[src/rtl/arb_pkg.sv]
// Package: shared scheme encoding for the system bus arbiter.
// Assumes master 0 is always the external master and the highest index is the CPU.
package arb_pkg;
    typedef enum logic {
        ARB_FIXED  = 1'b0,
        ARB_ROTATE = 1'b1
    } arb_mode_e;

    localparam int EXT_MASTER = 0;
endpackage

[src/rtl/arb_cfg_regs.sv]
// Configuration registers: scheme bit, boost enable and the sticky boost active flag.
// Assumes one write strobe loads mode and enable together. The active flag
// data bit only ever clears, and a hardware set wins over a clear.
module arb_cfg_regs (
    input  logic clk,
    input  logic rst_n,
    input  logic irq_pend_i,
    input  logic we_i,
    input  logic mode_wr_i,
    input  logic boost_en_wr_i,
    input  logic boost_act_wr_i,
    output logic mode_o,
    output logic boost_en_o,
    output logic boost_act_o
);
    logic hw_set;
    logic sw_clr;

    // Detect the hardware set and the software clear conditions.
    always_comb begin
        hw_set = boost_en_o && irq_pend_i;
        sw_clr = we_i && !boost_act_wr_i;
    end

    // Load the mode and enable bits on a write.
    always_ff @(posedge clk) begin
        if (!rst_n) begin
            mode_o     <= arb_pkg::ARB_FIXED;
            boost_en_o <= 1'b0;
        end else if (we_i) begin
            mode_o     <= mode_wr_i;
            boost_en_o <= boost_en_wr_i;
        end
    end

    // Sticky boost flag: set by an interrupt, cleared only by writing 0.
    always_ff @(posedge clk) begin
        if (!rst_n)
            boost_act_o <= 1'b0;
        else if (hw_set)
            boost_act_o <= 1'b1;
        else if (sw_clr)
            boost_act_o <= 1'b0;
    end


    boost_sets_chk: assert property (@(posedge clk) disable iff (!rst_n)
        (boost_en_o && irq_pend_i) |=> boost_act_o);


    clear_on_zero_chk: assert property (@(posedge clk) disable iff (!rst_n)
        (we_i && !boost_act_wr_i && !(boost_en_o && irq_pend_i)) |=> !boost_act_o);


    no_spurious_set_chk: assert property (@(posedge clk) disable iff (!rst_n)
        (!boost_act_o && !(boost_en_o && irq_pend_i)) |=> !boost_act_o);
endmodule

[src/rtl/arb_pick.sv]
// Winner selection: combinational choice of the next owner from the request vector.
// Assumes index 0 is the external master, which beats everything in both schemes.
// Fixed: lowest index wins, except that boost lifts the top index to second place.
// Rotating: indices 1..N-1 are searched cyclically from the pointer offset.
module arb_pick #(
    parameter int N  = 8,
    parameter int IW = $clog2(N),
    parameter int PW = $clog2(N - 1)
) (
    input  logic [N-1:0]  req_i,
    input  logic          mode_rot_i,
    input  logic          boost_i,
    input  logic [PW-1:0] ptr_i,
    output logic          win_valid_o,
    output logic [IW-1:0] win_idx_o
);
    localparam int GRP = N - 1;

    // Pick the winner for the active scheme.
    always_comb begin
        int w;
        int o;
        w = -1;
        o = 0;
        if (req_i[arb_pkg::EXT_MASTER]) begin
            w = arb_pkg::EXT_MASTER;
        end else if (mode_rot_i) begin
            for (int k = 0; k < GRP; k++) begin
                o = int'(ptr_i) + k;
                if (o >= GRP) o = o - GRP;
                if (w < 0 && req_i[o + 1]) w = o + 1;
            end
        end else begin
            if (boost_i && req_i[N-1]) w = N - 1;
            for (int i = 1; i < N; i++) begin
                if (w < 0 && req_i[i]) w = i;
            end
        end
        win_valid_o = (w >= 0);
        win_idx_o   = (w >= 0) ? IW'(w) : '0;
    end
endmodule

[src/rtl/arb_grant_ctrl.sv]
// Grant ownership and rotation pointer.
// Assumes the winner inputs are valid every cycle. A new grant is only issued
// from idle, so every release costs one idle cycle before the next owner.
module arb_grant_ctrl #(
    parameter int N  = 8,
    parameter int IW = $clog2(N),
    parameter int PW = $clog2(N - 1)
) (
    input  logic          clk,
    input  logic          rst_n,
    input  logic [N-1:0]  req_i,
    input  logic          xfer_done_i,
    input  logic          win_valid_i,
    input  logic [IW-1:0] win_idx_i,
    output logic [N-1:0]  gnt_o,
    output logic [PW-1:0] ptr_o
);
    localparam int GRP = N - 1;

    logic [IW-1:0] owner_q;
    logic          busy;
    logic          release_now;

    // Decide whether the current owner keeps the bus.
    always_comb begin
        busy        = |gnt_o;
        release_now = busy && (!req_i[owner_q] || xfer_done_i);
    end

    // Hold, release or issue a grant.
    always_ff @(posedge clk) begin
        if (!rst_n) begin
            gnt_o   <= '0;
            owner_q <= '0;
        end else if (release_now) begin
            gnt_o <= '0;
        end else if (!busy && win_valid_i) begin
            gnt_o   <= N'(1) << win_idx_i;
            owner_q <= win_idx_i;
        end
    end

    // Move the pointer past each granted member of the rotating group.
    always_ff @(posedge clk) begin
        if (!rst_n)
            ptr_o <= '0;
        else if (!busy && win_valid_i && win_idx_i != '0)
            ptr_o <= (int'(win_idx_i) >= GRP) ? '0 : PW'(win_idx_i);
    end


    onehot_gnt_chk: assert property (@(posedge clk) disable iff (!rst_n)
        $onehot0(gnt_o));


    grant_to_requester_chk: assert property (@(posedge clk) disable iff (!rst_n)
        (gnt_o == '0) |=> ((gnt_o & $past(req_i)) == gnt_o));


    hold_grant_chk: assert property (@(posedge clk) disable iff (!rst_n)
        ((gnt_o != '0) && ((gnt_o & req_i) != '0) && !xfer_done_i) |=> $stable(gnt_o));


    release_grant_chk: assert property (@(posedge clk) disable iff (!rst_n)
        ((gnt_o != '0) && (((gnt_o & req_i) == '0) || xfer_done_i)) |=> (gnt_o == '0));


    ext_keeps_ptr_chk: assert property (@(posedge clk) disable iff (!rst_n)
        ((gnt_o == '0) && req_i[0]) |=> $stable(ptr_o));
endmodule

[src/rtl/sys_bus_arb.sv]
// Top: dual-scheme system bus arbiter for N masters.
// Assumes index 0 is the external master and index N-1 is the CPU core.
// Grants are registered, and configuration is written through a simple strobe.
module sys_bus_arb #(
    parameter int N = 8
) (
    input  logic         clk,
    input  logic         rst_n,
    input  logic [N-1:0] req_i,
    input  logic         xfer_done_i,
    input  logic         irq_pend_i,
    input  logic         cfg_we_i,
    input  logic         cfg_mode_wr_i,
    input  logic         cfg_boost_en_wr_i,
    input  logic         cfg_boost_act_wr_i,
    output logic [N-1:0] gnt_o,
    output logic         cfg_mode_o,
    output logic         cfg_boost_en_o,
    output logic         cfg_boost_act_o
);
    localparam int IW = $clog2(N);
    localparam int PW = $clog2(N - 1);

    logic          boost_on;
    logic          win_valid;
    logic [IW-1:0] win_idx;
    logic [PW-1:0] rr_ptr;

    arb_cfg_regs u_cfg (
        .clk            (clk),
        .rst_n          (rst_n),
        .irq_pend_i     (irq_pend_i),
        .we_i           (cfg_we_i),
        .mode_wr_i      (cfg_mode_wr_i),
        .boost_en_wr_i  (cfg_boost_en_wr_i),
        .boost_act_wr_i (cfg_boost_act_wr_i),
        .mode_o         (cfg_mode_o),
        .boost_en_o     (cfg_boost_en_o),
        .boost_act_o    (cfg_boost_act_o)
    );

    // Boost applies only in the fixed scheme with both flags set.
    always_comb begin
        boost_on = (cfg_mode_o == arb_pkg::ARB_FIXED) && cfg_boost_en_o && cfg_boost_act_o;
    end

    arb_pick #(.N(N), .IW(IW), .PW(PW)) u_pick (
        .req_i       (req_i),
        .mode_rot_i  (cfg_mode_o),
        .boost_i     (boost_on),
        .ptr_i       (rr_ptr),
        .win_valid_o (win_valid),
        .win_idx_o   (win_idx)
    );

    arb_grant_ctrl #(.N(N), .IW(IW), .PW(PW)) u_gnt (
        .clk         (clk),
        .rst_n       (rst_n),
        .req_i       (req_i),
        .xfer_done_i (xfer_done_i),
        .win_valid_i (win_valid),
        .win_idx_i   (win_idx),
        .gnt_o       (gnt_o),
        .ptr_o       (rr_ptr)
    );


    ext_first_rot_chk: assert property (@(posedge clk) disable iff (!rst_n)
        (cfg_mode_o && (gnt_o == '0) && req_i[0]) |=> gnt_o[0]);


    boost_second_chk: assert property (@(posedge clk) disable iff (!rst_n)
        (boost_on && (gnt_o == '0) && !req_i[0] && req_i[N-1]) |=> gnt_o[N-1]);


    ext_first_fixed_chk: assert property (@(posedge clk) disable iff (!rst_n)
        (!cfg_mode_o && (gnt_o == '0) && req_i[0]) |=> gnt_o[0]);
endmodule

[config.mk]
export PLATFORM = sky130hd
export DESIGN_NAME = sys_bus_arb
export DESIGN_NICKNAME = d
export VERILOG_FILES = /design/src/rtl/arb_pkg.sv /design/src/rtl/arb_cfg_regs.sv /design/src/rtl/arb_pick.sv /design/src/rtl/arb_grant_ctrl.sv /design/src/rtl/sys_bus_arb.sv
export SDC_FILE = /design/constraint.sdc
export NUM_CORES = 1
export LEC_CHECK = 0
export ABC_AREA = 1
export BUFFER_PORTS_ARGS = -buffer_cell sky130_fd_sc_hd__buf_2
export CAP_MARGIN = 20
export CORE_MARGIN = 1.5
export CORE_UTILIZATION = 45
export CTS_CLUSTER_DIAMETER = 30
export DETAILED_ROUTE_END_ITERATION = 8
export PLACE_DENSITY = 0.72
export SYNTH_ARGS = -nofsm -noshare
export SYNTH_HDL_FRONTEND = slang
export SYNTH_SLANG_ARGS = --single-unit
[constraint.sdc]
create_clock -name clk -period 4.25 [get_ports clk]
set_input_delay 0.6375 -clock clk [delete_from_list [all_inputs] [get_ports clk]]
set_output_delay 0.6375 -clock clk [all_outputs]
set_load 0.05 [all_outputs]
# Word level (Yosys, flattened, before mapping)
# Index checks and enable logic that the tools add are counted.
# word_totals
elab_cells	181
ff_bits	17
output_inout_bits	11
in_bits	16
# classes
n_reduce_logical	30
n_shift	1
n_lt_le_gt_ge	30
bitwise_logic	3
addsub	20
muxes	91
# ops
operator	n
two-way mux 32 bit	64
< comparator 32 x 1 -> 1 bit (second input constant)	13
adder 32 x 2 -> 32 bit (second input constant)	7
< comparator 32 x 5 -> 1 bit (second input constant)	7
greater-or-equal comparator 32 x 4 -> 1 bit (second input constant)	6
subtractor 32 x 4 -> 32 bit (second input constant)	6
greater-or-equal comparator 32 x 1 -> 1 bit (second input constant)	1
binary-select mux 1 bit (select 3 bit)	8
logical AND 1 bit	21
two-way mux 1 bit	17
adder 3 x 3 -> 4 bit (second input constant)	3
adder 3 x 2 -> 4 bit (second input constant)	2
OR reduction 8 bit	1
<< shifter 1 x 3 -> 8 bit (first input constant)	1
greater-or-equal comparator 3 bit (second input constant)	2
two-way mux 3 bit	2
adder 3 x 1 -> 4 bit (second input constant)	1
< comparator 3 x 4 -> 1 bit (second input constant)	1
subtractor 3 x 3 -> 4 bit (second input constant)	1
zero test 1 bit	3
inverter 1 bit	3
nonzero test 3 bit	1
AND reduction 2 bit	1
nonzero test 2 bit	1
2 further kinds	2

# Depth between registers and ports, before layout
# depth
ltp_word	46
mapped_depth	32
depth_no_buf	31

# Modules after synthesis
# A second synthesis with hierarchy kept.
# unflattened
cells_unflattened	500
hier_area_um2	2917.8
# modules_own_cells
mod	cells_per_inst	area_per_inst_um2	seq_area_each_um2	n_inst
arb_pick	370	2060.7	0.0	1
arb_grant_ctrl	112	730.7	280.3	1
arb_cfg_regs	16	116.4	60.1	1
sys_bus_arb	2	10.0	0.0	1

# Worst setup path after synthesis
# No wires, ideal clock.
# synth_timing
path_type	register -> register
startpoint	reg u_gnt.ptr_o[2]
endpoint	reg u_gnt.gnt_o[4]
required_time_ns	4.179
t_arrival_ns	3.502
path_buffers	1
setup_time_ns	0.071
path_slack_ns	0.677
synth_period_minus_slack_ns	3.573
stages_incl_launch_ff	25
path_cell_list	dfxtp_1 > inv_1 > ha_1 > buf_4 > nand2_1 > or2_2 > o21ai_0 > ha_1 > inv_1 > nand3_1 > nand3_1 > nand2_2 > o21ai_2 > nor2_8 > nand3_2 > nor2_1 > nand2_1 > nand2_1 > nand2_2 > nand2_2 > nor2_4 > nand2_2 > nor2_4 > nand3_1 > a21oi_1
# synth_via
elab_chain_len	44
elab_cells_between_ends	106
cone_classes	add/sub: 20; order compare: 14; shift: 1; mux: 64; reduce/logical: 7
# synth_rtl
item	line	rtl
from (decl)	arb_grant_ctrl.sv:16	output logic [PW-1:0] ptr_o
from (signal assigned)	arb_grant_ctrl.sv:48	ptr_o <= (int'(win_idx_i) >= GRP) ? '0 : PW'(win_idx_i);
subtractor 3 x 3 -> 4 bit or greater-or-equal comparator 3 bit (tied branches)	arb_pick.sv:30	if (o >= GRP) o = o - GRP;
two-way mux 32 bit	arb_pick.sv:30	
two-way mux 32 bit	arb_pick.sv:27	end else if (mode_rot_i) begin
two-way mux 32 bit	arb_pick.sv:25	if (req_i[arb_pkg::EXT_MASTER]) begin
adder 32 x 2 -> 32 bit	arb_pick.sv:31	if (w < 0 && req_i[o + 1]) w = o + 1;
binary-select mux 1 bit (select 3 bit)	arb_pick.sv:31	
two-way mux 1 bit (implied by the code) (2 in a row)	arb_pick.sv:31	
two-way mux 32 bit	arb_pick.sv:31	
(+27 left out)	n/a	
< comparator 32 x 1 -> 1 bit	arb_pick.sv:31	
logical AND 1 bit	arb_pick.sv:31	
two-way mux 32 bit (*)	arb_pick.sv:31	
two-way mux 32 bit (*)	arb_pick.sv:27	
two-way mux 32 bit (*)	arb_pick.sv:25	
greater-or-equal comparator 32 x 1 -> 1 bit	arb_pick.sv:39, arb_pick.sv:40	
two-way mux 3 bit	arb_pick.sv:40	win_idx_o = (w >= 0) ? IW'(w) : '0;
<< shifter 1 x 3 -> 8 bit	arb_grant_ctrl.sv:38	gnt_o <= N'(1) << win_idx_i;
to (signal assigned)	arb_grant_ctrl.sv:38	
to (decl)	arb_grant_ctrl.sv:15	output logic [N-1:0] gnt_o,
# Mark *: on every way between the ends. The rest lies on a longest branch, timed or not. The select of a mux whose other input is x is not followed.
# A chain may end at the register's enable or synchronous reset.

# Final worst setup path
# layout_timing
startpoint	reg u_gnt.ptr_o[1]
endpoint	reg u_gnt.gnt_o[4]
# Same word-level chain as after synthesis.

==> impl_metrics.env <==
export IMPL_grt_start_max_net_pins=14
export IMPL_coreArea_mm2=0.00557
export IMPL_final_common_cell="nand2_1"
export IMPL_cts_max_level=1
export IMPL_fmax_mhz=250
export IMPL_synth_fp_nets=475
export IMPL_fin_total_pwr_mw=2.07
export IMPL_layout_nets=511
export IMPL_antenna_found_initial=0
export IMPL_crit_path_max_fanout=9
export IMPL_synth_seq_cells=17
export IMPL_worstPathRequired_ns=4.43
export IMPL_grt_pass1_vias=2598
export IMPL_cts_root_buf="clkbuf_8"
export IMPL_critPathMostFrequentCell="nand2_1"
export IMPL_cap_violations=0
export IMPL_tightest_slew_ns=0.523
export IMPL_synth_compound_area_share_pct=18.3
export IMPL_report_final_hold_viol_count=0
export IMPL_drtAntennaViolNets=0
export IMPL_ctsLongestPathBuffers=2
export IMPL_hold_ws_ns=0.469
export IMPL_die_height_um=79.4
export IMPL_vias=2867
export IMPL_p_leak_nw=1.50
export IMPL_avgSynthCellArea_um2=6.10
export IMPL_r2r_slack_ns=0.25
export IMPL_skew_ns=0.00324
export IMPL_grt_ovfl_total=0
export IMPL_seqPwrFrac_pct=11.3
export IMPL_end_kind="flip-flop"
export IMPL_cp_depth=25
export IMPL_crit_path_max_incr_delay_ns=0.41
export IMPL_rr_worst_depth=25
export IMPL_slowest_stage="dfxtp_4"
export IMPL_synthCells=431
export IMPL_status="finished, final reports clean"
export IMPL_muxShareOfSynthArea_pct=0
export IMPL_dpl_hpwl_um=6010
export IMPL_drive_above_1_share_pct=17.4
export IMPL_fin_crit_sh_pct=94.0
export IMPL_drc=0
export IMPL_clk_pin_slew_worst_paths_ns=0.06
export IMPL_post_drt_wl_per_cell_um=13.7
export IMPL_p_per_area_mw_per_mm2=703
export IMPL_final_cell_mix="nand2_1 (120), inv_1 (53), nand3_1 (52)"
export IMPL_area_growth_pct=12.2
export IMPL_row_count=27
export IMPL_routed_wl_um=7370
export IMPL_fillers=570
export IMPL_drt_pass1_iter_count=5
export IMPL_yosys_area_share_simple_pct=42.1
export IMPL_synth_top_family_by_area="simple AND/OR/NAND/NOR gates"
export IMPL_initial_core_util_pct=47.2
export IMPL_gp_congestion=0.978
export IMPL_synth_xor_area_share_pct=2.95
export IMPL_fin_crit_ns=4.00
export IMPL_hold_path_depth=2
export IMPL_cp_top_family="simple AND/OR/NAND/NOR gates"
export IMPL_yosys_area_top_type="nand2_1"
export IMPL_vdd_ir_drop_max_mv=0.400
export IMPL_grt_usage_pct=24.2
export IMPL_yosysWarnings=0
export IMPL_grt_pass1_wl_um=12300
export IMPL_cp_buffers_inverters=4
export IMPL_synthTopCellsByArea="nand2_1 (17%), dfxtp_1 (13%), ha_1 (13%), nand3_1 (9.9%), inv_1 (8.0%)"
export IMPL_p_clk_share_pct=5.6
export IMPL_synth_adder_area_share_pct=13.6
export IMPL_yosysSeqAreaShare_pct=12.9
export IMPL_first_iter_violations=186
export IMPL_synth_top_area_share_pct=17.1
export IMPL_hold_class="reg2reg"
export IMPL_switchingPower_mw=1.22
export IMPL_p_sw_share_pct=58.9
export IMPL_io_pins=27
export IMPL_fin_tns_setup_ns=0
export IMPL_antennaDiodeCount=0
export IMPL_cell_internal_pwr_uw=852
export IMPL_utilization_pct=52.9
export IMPL_worstSetupPathType="reg2reg"
export IMPL_syn_area_mm2=0.00263
export IMPL_numPortBuffers=26
export IMPL_hold_buffers=0
export IMPL_tritoncts="done"
export IMPL_p_comb_share_pct=83.1
export IMPL_vias_per_cell=5.33
export IMPL_worstSkewPairLatency_ns=0.25
export IMPL_numCtsBuffers=3
export IMPL_synth_cell_types=39
export IMPL_drv_slew=0
export IMPL_cts_sinks=17
export IMPL_worstPathArrival_ns=4.17
export IMPL_die_area_mm2=0.00631
export IMPL_setup_violations=0
export IMPL_die_w_um=79.4
export IMPL_start_kind="flip-flop"
export IMPL_maxSlewHeadroom_pct=64.9
synthesized netlist by cell type (all sizes together):
cell / n
a21boi: 1
a21oi: 28
a22oi: 1
a311oi: 1
and2: 1
buf: 4
clkbuf: 2
dfxtp: 17
fa: 1
ha: 27
inv: 60
nand2: 132
nand3: 57
nand3b: 5
nand4: 4
nor2: 27
nor3: 3
nor3b: 1
nor4: 1
o211ai: 23
o21ai: 26
or2: 1
xnor2: 6
xor2: 2
power by group through the flow:
| stage | registers [mW] | logic, mW | clock network, mW |
|---|---|---|---|
| detailed placement | 0.233 | 1.68 | 0 |
| global route | 0.239 | 1.95 | 0.126 |
| global placement | 0.230 | 1.66 | 0 |
| finish | 0.234 | 1.72 | 0.116 |
| CTS | 0.229 | 1.69 | 0.117 |
| floorplan | 0.277 | 1.31 | 0 |
worst reg2reg max path: stages, from the launching register on:
cell	delay, ns
dfxtp_4	0.41
clkinvlp_4	0.18
ha_1	0.38
inv_2	0.13
nor2_1	0.07
or2_2	0.29
o21ai_0	0.19
ha_1	0.20
inv_1	0.04
nand2_1	0.05
nand2_1	0.08
nand3b_1	0.18
nand2_2	0.10
o21ai_2	0.10
nor2_8	0.17
nand3_2	0.11
nor3_4	0.30
buf_4	0.16
nor2_1	0.03
nand2_1	0.10
nand2_1	0.06
nand2_1	0.09
nand2_2	0.13
nor2_4	0.15
nand3_1	0.10
a21oi_1	0.12
area by class of cell:
type / instances / area [um2] / share of cell area, %
Tap cell: 72 / 90.1 / 3.05
Clock buffer: 4 / 45.0 / 1.53
Sequential cell: 17 / 345 / 11.7
Timing Repair Buffer: 37 / 213 / 7.21
Inverter: 60 / 229 / 7.76
Multi-Input combinational cell: 348 / 2030 / 68.7
per-stage QoR:
stage                     setup WS [ns]  cells  area, um2
after floorplan                   0.677    431       2630
after global placement            0.361    529       2860
after detailed placement          0.149    529       2860
after CTS                         0.127    533       2900
after global routing           -0.00481    538       2950
final                             0.253    538       2950
state kept, by name, summed over array words and instances (netlist names):
register,count
u_gnt.gnt_o,8
u_gnt.owner_q,3
u_gnt.ptr_o,3
u_cfg.boost_act_o,1
u_cfg.boost_en_o,1
u_cfg.mode_o,1
layer usage:
metal  GRT usage, %  wire length, um  vias up
li1               -                -     1502
met1           34.0             3500     1272
met2           41.2             3490       87
met3           1.37              322        6
met4           3.86               57        0
met5              0                0        -
kinds of logic after synthesis:
logic type | after synthesis
flip-flops | 17
AND/OR/NAND/NOR | 232
AO/OA/AOI/OAI | 80
XOR/XNOR | 8
buffers and inverters | 66
adder cells (fa/ha/maj) | 28
path summary, 6_finish.rpt:
| kind | startpoint | to |
|---|---|---|
| worst min register to register | u_gnt.gnt_o[3] | u_gnt.gnt_o[3] |
| worst max register to register | u_gnt.ptr_o[1] | u_gnt.gnt_o[4] |
| worst min-delay path | u_gnt.gnt_o[3] | u_gnt.gnt_o[3] |
| worst max-delay path | u_gnt.ptr_o[1] | u_gnt.gnt_o[4] |
what timing repair did:
action,in CTS,in global routing
buffers inserted,0,5
setup endpoints to repair,0,13
resized for setup,0,7
Power figures use the tool's default switching activity.
